$ cat config.mk
export PLATFORM = sky130hd
export DESIGN_NAME = intc_regs
export DESIGN_NICKNAME = d
export VERILOG_FILES = /design/src/rtl/intc_pkg.sv /design/src/rtl/intc_srcsync.sv /design/src/rtl/intc_datapath.sv /design/src/rtl/intc_ctrl.sv /design/src/rtl/intc_regs.sv
export SDC_FILE = /design/constraint.sdc
export NUM_CORES = 2
export LEC_CHECK = 0
export ABC_AREA = 1
export ABC_CLOCK_PERIOD_IN_PS = 4400
export CAP_MARGIN = 5
export CORE_MARGIN = 2
export CORE_UTILIZATION = 40
export DETAILED_ROUTE_END_ITERATION = 10
export GPL_ROUTABILITY_DRIVEN = 0
export SLEW_MARGIN = 20
export SYNTH_ARGS = -nofsm -noshare
export SYNTH_HDL_FRONTEND = slang
export SYNTH_SLANG_ARGS = --single-unit
$ cat constraint.sdc
create_clock -name clk -period 4.4 [get_ports clk]
set_input_delay 0.88 -clock clk [delete_from_list [all_inputs] [get_ports clk]]
set_output_delay 0.88 -clock clk [all_outputs]
set_load 0.01 [all_outputs]
$ cat src/rtl/intc_pkg.sv
package intc_pkg;

  localparam int WORD_W    = 32;
  localparam int NUM_WORDS = 2;
  localparam int NUM_SRC   = WORD_W * NUM_WORDS;
  localparam int WSEL_W    = $clog2(NUM_WORDS);
  localparam int ADDR_W    = 8;
  localparam int WORD_BIT  = 2;
  localparam int FUNC_LSB  = WORD_BIT + WSEL_W;
  localparam int FUNC_W    = 4;
  localparam int LAST_FUNC = 12;

  // Function index carried in the address above the word-select bit.
  typedef enum logic [FUNC_W-1:0] {
    F_IRQ     = 4'd0,
    F_FIQ     = 4'd1,
    F_RAW     = 4'd2,
    F_SEL     = 4'd3,
    F_EN_SET  = 4'd4,
    F_EN_CLR  = 4'd5,
    F_TRG_SET = 4'd6,
    F_TRG_CLR = 4'd7,
    F_SENSE   = 4'd8,
    F_DUAL    = 4'd9,
    F_POL     = 4'd10,
    F_LCLR    = 4'd11,
    F_LSTAT   = 4'd12
  } func_e;

  // Write strobes from the decoder to the datapath.
  typedef struct packed {
    logic              enSet;
    logic              enClr;
    logic              trgSet;
    logic              trgClr;
    logic              selWr;
    logic              senseWr;
    logic              dualWr;
    logic              polWr;
    logic              latchClr;
    logic [WSEL_W-1:0] word;
    logic [WORD_W-1:0] data;
  } strobe_t;

  // Full per-source state as seen by the read path.
  typedef struct packed {
    logic [NUM_SRC-1:0] en;
    logic [NUM_SRC-1:0] trg;
    logic [NUM_SRC-1:0] sel;
    logic [NUM_SRC-1:0] sense;
    logic [NUM_SRC-1:0] dual;
    logic [NUM_SRC-1:0] pol;
    logic [NUM_SRC-1:0] latch;
    logic [NUM_SRC-1:0] pend;
    logic [NUM_SRC-1:0] irqStat;
    logic [NUM_SRC-1:0] fiqStat;
  } view_t;

endpackage

$ cat src/rtl/intc_srcsync.sv
module intc_srcsync #(
  parameter int WIDTH = 64
) (
  input  logic             clk,
  input  logic             rstN,
  input  logic [WIDTH-1:0] srcIn,
  output logic [WIDTH-1:0] srcNow,
  output logic [WIDTH-1:0] srcPrev
);

  logic [WIDTH-1:0] stage1;

  // Two flops bring the inputs into the clock domain; a third keeps the
  // previous synchronised value for transition detection.
  always_ff @(posedge clk) begin
    if (!rstN) begin
      stage1  <= '0;
      srcNow  <= '0;
      srcPrev <= '0;
    end else begin
      stage1  <= srcIn;
      srcNow  <= stage1;
      srcPrev <= srcNow;
    end
  end

endmodule

$ cat src/rtl/intc_datapath.sv
module intc_datapath
  import intc_pkg::*;
#(
  parameter logic [NUM_SRC-1:0] SENSE_RST = '0,
  parameter logic [NUM_SRC-1:0] POL_RST   = '1,
  parameter logic [NUM_SRC-1:0] DUAL_RST  = '0
) (
  input  logic               clk,
  input  logic               rstN,
  input  logic [NUM_SRC-1:0] srcIn,
  input  strobe_t            strb,
  output view_t              view,
  output logic               irqOut,
  output logic               fiqOut
);

  logic [NUM_SRC-1:0] srcNow, srcPrev;
  logic [NUM_SRC-1:0] wrMask, wordSel;
  logic [NUM_SRC-1:0] enQ, trgQ, selQ, senseQ, dualQ, polQ, latchQ;
  logic [NUM_SRC-1:0] riseV, fallV, edgeHit, levelAct, clrMask, pendV;
  logic [NUM_SRC-1:0] irqStat, fiqStat;

  intc_srcsync #(.WIDTH(NUM_SRC)) u_sync (
    .clk    (clk),
    .rstN   (rstN),
    .srcIn  (srcIn),
    .srcNow (srcNow),
    .srcPrev(srcPrev)
  );

  // Place the write word at its source positions.
  for (genvar w = 0; w < NUM_WORDS; w++) begin : g_word
    logic hit;
    assign hit = (strb.word == WSEL_W'(w));
    assign wrMask[w*WORD_W +: WORD_W]  = hit ? strb.data : '0;
    assign wordSel[w*WORD_W +: WORD_W] = {WORD_W{hit}};
  end

  // Source interpretation.
  assign riseV    = srcNow & ~srcPrev;
  assign fallV    = ~srcNow & srcPrev;
  assign edgeHit  = (dualQ & (riseV | fallV))
                  | (~dualQ & polQ & riseV)
                  | (~dualQ & ~polQ & fallV);
  assign levelAct = ~(srcNow ^ polQ);
  assign clrMask  = strb.latchClr ? (wrMask & ~senseQ) : '0;
  assign pendV    = (senseQ & levelAct) | (~senseQ & latchQ) | trgQ;

  // Set/clear registers.
  always_ff @(posedge clk) begin
    if (!rstN) begin
      enQ  <= '0;
      trgQ <= '0;
    end else begin
      if (strb.enSet)       enQ <= enQ | wrMask;
      else if (strb.enClr)  enQ <= enQ & ~wrMask;
      if (strb.trgSet)      trgQ <= trgQ | wrMask;
      else if (strb.trgClr) trgQ <= trgQ & ~wrMask;
    end
  end

  // Whole-word configuration registers.
  always_ff @(posedge clk) begin
    if (!rstN) begin
      selQ   <= '0;
      senseQ <= SENSE_RST;
      dualQ  <= DUAL_RST;
      polQ   <= POL_RST;
    end else begin
      if (strb.selWr)   selQ   <= (selQ & ~wordSel) | wrMask;
      if (strb.senseWr) senseQ <= (senseQ & ~wordSel) | wrMask;
      if (strb.dualWr)  dualQ  <= (dualQ & ~wordSel) | wrMask;
      if (strb.polWr)   polQ   <= (polQ & ~wordSel) | wrMask;
    end
  end

  // Edge latches: a fresh edge takes precedence over a clear in the same cycle.
  always_ff @(posedge clk) begin
    if (!rstN) latchQ <= '0;
    else       latchQ <= (latchQ & ~clrMask) | (edgeHit & ~senseQ);
  end

  assign irqStat = pendV & enQ & ~selQ;
  assign fiqStat = pendV & enQ & selQ;
  assign irqOut  = |irqStat;
  assign fiqOut  = |fiqStat;

  assign view.en      = enQ;
  assign view.trg     = trgQ;
  assign view.sel     = selQ;
  assign view.sense   = senseQ;
  assign view.dual    = dualQ;
  assign view.pol     = polQ;
  assign view.latch   = latchQ;
  assign view.pend    = pendV;
  assign view.irqStat = irqStat;
  assign view.fiqStat = fiqStat;

endmodule

$ cat src/rtl/intc_ctrl.sv
module intc_ctrl
  import intc_pkg::*;
(
  input  logic              wrEn,
  input  logic [ADDR_W-1:0] addr,
  input  logic [WORD_W-1:0] wrData,
  input  view_t             view,
  output strobe_t           strb,
  output logic [WORD_W-1:0] rdData
);

  logic [FUNC_W-1:0]  funcIdx;
  logic [WSEL_W-1:0]  wordIdx;
  logic               addrOk;
  func_e              funcSel;
  logic [NUM_SRC-1:0] rdVec;
  logic [WORD_W-1:0]  rdWords [NUM_WORDS];

  assign funcIdx = addr[FUNC_LSB +: FUNC_W];
  assign wordIdx = addr[WORD_BIT +: WSEL_W];
  assign funcSel = func_e'(funcIdx);
  assign addrOk  = (addr[WORD_BIT-1:0] == '0)
                && (addr[ADDR_W-1:FUNC_LSB+FUNC_W] == '0)
                && (int'(funcIdx) <= LAST_FUNC);

  // Write decode.
  always_comb begin
    strb      = '0;
    strb.word = wordIdx;
    strb.data = wrData;
    if (wrEn && addrOk) begin
      case (funcSel)
        F_EN_SET:  strb.enSet    = 1'b1;
        F_EN_CLR:  strb.enClr    = 1'b1;
        F_TRG_SET: strb.trgSet   = 1'b1;
        F_TRG_CLR: strb.trgClr   = 1'b1;
        F_SEL:     strb.selWr    = 1'b1;
        F_SENSE:   strb.senseWr  = 1'b1;
        F_DUAL:    strb.dualWr   = 1'b1;
        F_POL:     strb.polWr    = 1'b1;
        F_LCLR:    strb.latchClr = 1'b1;
        default:   ;
      endcase
    end
  end

  // Read select.
  always_comb begin
    case (funcSel)
      F_IRQ:               rdVec = view.irqStat;
      F_FIQ:               rdVec = view.fiqStat;
      F_RAW:               rdVec = view.pend;
      F_SEL:               rdVec = view.sel;
      F_EN_SET, F_EN_CLR:  rdVec = view.en;
      F_TRG_SET, F_TRG_CLR: rdVec = view.trg;
      F_SENSE:             rdVec = view.sense;
      F_DUAL:              rdVec = view.dual;
      F_POL:               rdVec = view.pol;
      F_LCLR, F_LSTAT:     rdVec = view.latch;
      default:             rdVec = '0;
    endcase
  end

  for (genvar w = 0; w < NUM_WORDS; w++) begin : g_rd
    assign rdWords[w] = rdVec[w*WORD_W +: WORD_W];
  end

  assign rdData = addrOk ? rdWords[wordIdx] : '0;

endmodule

$ cat src/rtl/intc_regs.sv
module intc_regs
  import intc_pkg::*;
#(
  parameter logic [NUM_SRC-1:0] SENSE_RST = 64'h0000_FFFF_0000_FFFF,
  parameter logic [NUM_SRC-1:0] POL_RST   = 64'hFFFF_FFFF_FFFF_FFFF,
  parameter logic [NUM_SRC-1:0] DUAL_RST  = 64'h0000_0000_0000_0000
) (
  input  logic               clk,
  input  logic               rstN,
  input  logic [NUM_SRC-1:0] srcIn,
  input  logic               wrEn,
  input  logic [ADDR_W-1:0]  addr,
  input  logic [WORD_W-1:0]  wrData,
  output logic [WORD_W-1:0]  rdData,
  output logic               irqOut,
  output logic               fiqOut
);

  strobe_t strb;
  view_t   regView;

  intc_ctrl u_ctrl (
    .wrEn  (wrEn),
    .addr  (addr),
    .wrData(wrData),
    .view  (regView),
    .strb  (strb),
    .rdData(rdData)
  );

  intc_datapath #(
    .SENSE_RST(SENSE_RST),
    .POL_RST  (POL_RST),
    .DUAL_RST (DUAL_RST)
  ) u_dp (
    .clk   (clk),
    .rstN  (rstN),
    .srcIn (srcIn),
    .strb  (strb),
    .view  (regView),
    .irqOut(irqOut),
    .fiqOut(fiqOut)
  );

endmodule

==> impl_metrics.csv <==
group,metric,value,unit
final_layout,syn_to_final_growth,19.0,%
flow_run,drv_cap,0,
hold_path,hp-class,"reg -> reg",
final_layout,post-route-util,0.482,
route,antenna_left,0,
outcome,status,"finished, final reports clean",
timing,finClkSkew,0.0199,ns
die,start_util,0.405,
clocking,htreeDepth,3,
critical_path,end_kind,"primary output",
critical_path,crit_top_cell,"nand2_1",
timing,slew_headroom,0.355,
route,routed_via_density,5.45,
final_layout,final_layout_size_suffix_gt1_frac,0.0654,
route,vias,33600,
critical_path,cp.required,3.52,ns
final_layout,antennaDiodeCount,0,
clocking,clkTransAtPathRegs,0.05,ns
critical_path,cp_cell_sequence,"clkdlybuf4s50_1, inv_1, nand2_1, o21ai_4, buf_12, clkbuf_16, nand2_1, o2111ai_1, nor2_1, nand3b_1, nand2_1, nor2_2, clkdlybuf4s50_1",
die,rows,105,
logic_synthesis,netlist_area,33300,µm²
place,port_buffers,140,
critical_path,crit_path_start_kind,"input pin",
logic_synthesis,yosysWarningCount,0,
critical_path,crit_type,"in -> out",
logic_synthesis,seq_area_frac_synth,0.384,
hold_path,min_path_cells,2,
timing,worst_pin_slew,0.967,ns
place,place_hpwl,72700,µm
critical_path,crit_arrival,3.43,ns
timing,maxSlewViolCount,0,
route,wire_per_inst,19.2,µm
critical_path,cpMaxStageDelayCell,"clkdlybuf4s50_1",
critical_path,r2r_cells,5,
final_layout,fin_nets,5284,
logic_synthesis,ys_ff_latch,640,
logic_synthesis,ys_types,31,
clocking,cts_hold_buf,0,
timing,finalCritPeriodShare,0.979,
grt,grt_usage,0.263,
final_layout,nFillCells,8295,
grt,grt_first_pass_wirelength,178000,µm
die,die_x,293,µm
grt,antenna_found_initial,1,
grt,grt_max_degree,164,
timing,setup_viol,0,
timing,fin_ws,0.0932,ns
timing,max_freq,0.232,GHz
route,route.detailed.drc,0,
route,drt-pass1-iter-count,6,
die,die_h,293,µm
grt,gr-total-overflow,0,
route,wirelength,119000,µm
clocking,clock_latency,0.63,ns
clocking,cts-root-buf,"clkbuf_16",
critical_path,critical_path.max_fanout,5,
timing,finalHoldViolations,0,
logic_synthesis,synth_nets,5192,
logic_synthesis,syn_avg_cell_area,6.72,µm²
grt,grt_pass1_vias,31400,
timing,period_needed,4.31,ns
place,dp_slack,-0.0323,ns
pwr,cellPowerDensity,348,nW/µm²
route,first_iter_violations,3073,
clocking,cts-buffers-inserted,77,
timing,worst_hold_slack,0.407,ns
clocking,cts_tree,"yes",
pwr,p_leak,17.5,nW
die,num_io_pins,141,
die,core,82200,µm²
clocking,cts_buffer_depth,3,
critical_path,worst_path_largest_cell_delay,0.57,ns
pwr,ir_worst_vdd,0.239,mV
logic_synthesis,synthCells,4957,
clocking,clkSinkCount,640,
die,dieArea,85600,µm²
==> cell type report <==
class	instances	area (µm²)	share of cell area
clock buffer	112	2280	0.0575
tap	1070	1340	0.0338
clock inverter	27	363	0.00915
multi-input combinational	3361	17000	0.428
timing repair buffer	278	3270	0.0826
inverter	691	2610	0.0657
sequential	640	12800	0.323
==> cells in the mapped netlist <==
master | n | share of area
a211oi_1 | 14 | 0.0032
a21oi_1 | 563 | 0.085
a22oi_1 | 5 | 0.0011
buf_1 | 26 | 0.0029
buf_2 | 72 | 0.011
clkbuf_1 | 167 | 0.019
clkinv_1 | 1 | 0.00011
dfxtp_1 | 640 | 0.38
ha_1 | 128 | 0.048
inv_1 | 683 | 0.077
inv_2 | 7 | 0.00079
mux2_2 | 25 | 0.0084
nand2_1 | 1306 | 0.15
nand2_2 | 1 | 0.00019
nand3_1 | 484 | 0.073
nand3b_1 | 5 | 0.0011
nand4_1 | 182 | 0.034
nor2_1 | 223 | 0.025
nor2_2 | 5 | 0.00094
nor2_4 | 1 | 0.00034
nor3_1 | 18 | 0.0027
nor3b_1 | 6 | 0.0014
o2111ai_1 | 5 | 0.0013
o211ai_1 | 102 | 0.023
o21ai_0 | 206 | 0.031
o21ai_1 | 11 | 0.0017
o21ai_2 | 2 | 0.00053
o21bai_1 | 13 | 0.0029
o221ai_1 | 32 | 0.0084
o22ai_1 | 11 | 0.0021
xnor2_1 | 13 | 0.0034
==> what timing repair did <==
item | 4_1_cts | 5_1_grt
endpoints found under the hold margin | 0 | 0
buffers inserted | 1 | 12
gates resized for setup | 3 | 15
endpoints found under the setup margin | 4 | 31
pin swaps | 1 | 3
cloned | 1 | 8
==> worst max-delay path: cells and delay by family <==
kind,cells,cell delay [ns]
buffers and inverters,5,1.50
and+or+nand+nor,6,0.65
AOI/OAI and AO/OA,2,0.40
==> metrics by stage <==
step | std cells | instance area, µm² | power [mW] | TNS [ns]
CTS | 6159 | 39200 | 13.9 | 0
global route | 6179 | 39600 | 14.2 | -0.0189
detailed placement | 6018 | 36600 | 7.12 | -0.0446
finish | 6179 | 39600 | 13.8 | 0
global placement | 6018 | 36600 | 7.11 | -0.0569
floorplan | 4957 | 33300 | 6.63 | 0
==> kinds of logic (layout without fill, tap and decap cells) <==
logic type,after synthesis,after routing,share of synthesized area
mux,25,25,0.00845
simple gates,2231,2231,0.286
buf+inv,956,1108,0.110
compound gates,964,964,0.160
flops,640,640,0.384
xor+xnor,13,13,0.00342
fa+ha+maj,128,128,0.0481
==> final timing paths <==
| path | start | to | slack [ns] |
|---|---|---|---|
| worst max register to register | u_dp.u_sync.srcNow[28]$_SDFF_PN0_ | u_dp.latchQ[28]$_SDFF_PN0_ | 3.02 |
| worst min register to register | u_dp.u_sync.stage1[0]$_SDFF_PN0_ | u_dp.u_sync.srcNow[0]$_SDFF_PN0_ | 0.41 |
| worst max-delay path | addr[3] | rdData[23] | 0.09 |
| worst min-delay path | u_dp.u_sync.stage1[0]$_SDFF_PN0_ | u_dp.u_sync.srcNow[0]$_SDFF_PN0_ | 0.41 |
==> report_power, final <==
part	switching, mW	internal [mW]
registers	0.0685	5.89
clock network	2.65	4.07
logic	0.714	0.386
==> per-layer routing <==
layer	up-vias	GRT usage	wire length [µm]
li1	16400	-	-
met1	15700	0.333	49900
met2	1282	0.453	55700
met3	242	0.0379	8590
met4	2	0.0954	4500
met5	-	0	9
==> cells in the final DEF, fill, tap and decap left out, types with 14 or more instances in the layout <==
master / n
a211oi_1: 14
a21oi_1: 563
buf_12: 53
buf_4: 77
clkbuf_1: 15
clkbuf_16: 87
clkbuf_8: 18
clkdlybuf4s50_1: 134
dfxtp_1: 640
ha_1: 128
inv_1: 683
mux2_2: 25
nand2_1: 1294
nand3_1: 484
nand4_1: 182
nor2_1: 206
nor3_1: 18
o211ai_1: 102
o21ai_0: 206
o221ai_1: 32
(Power assumes the default switching activity.)
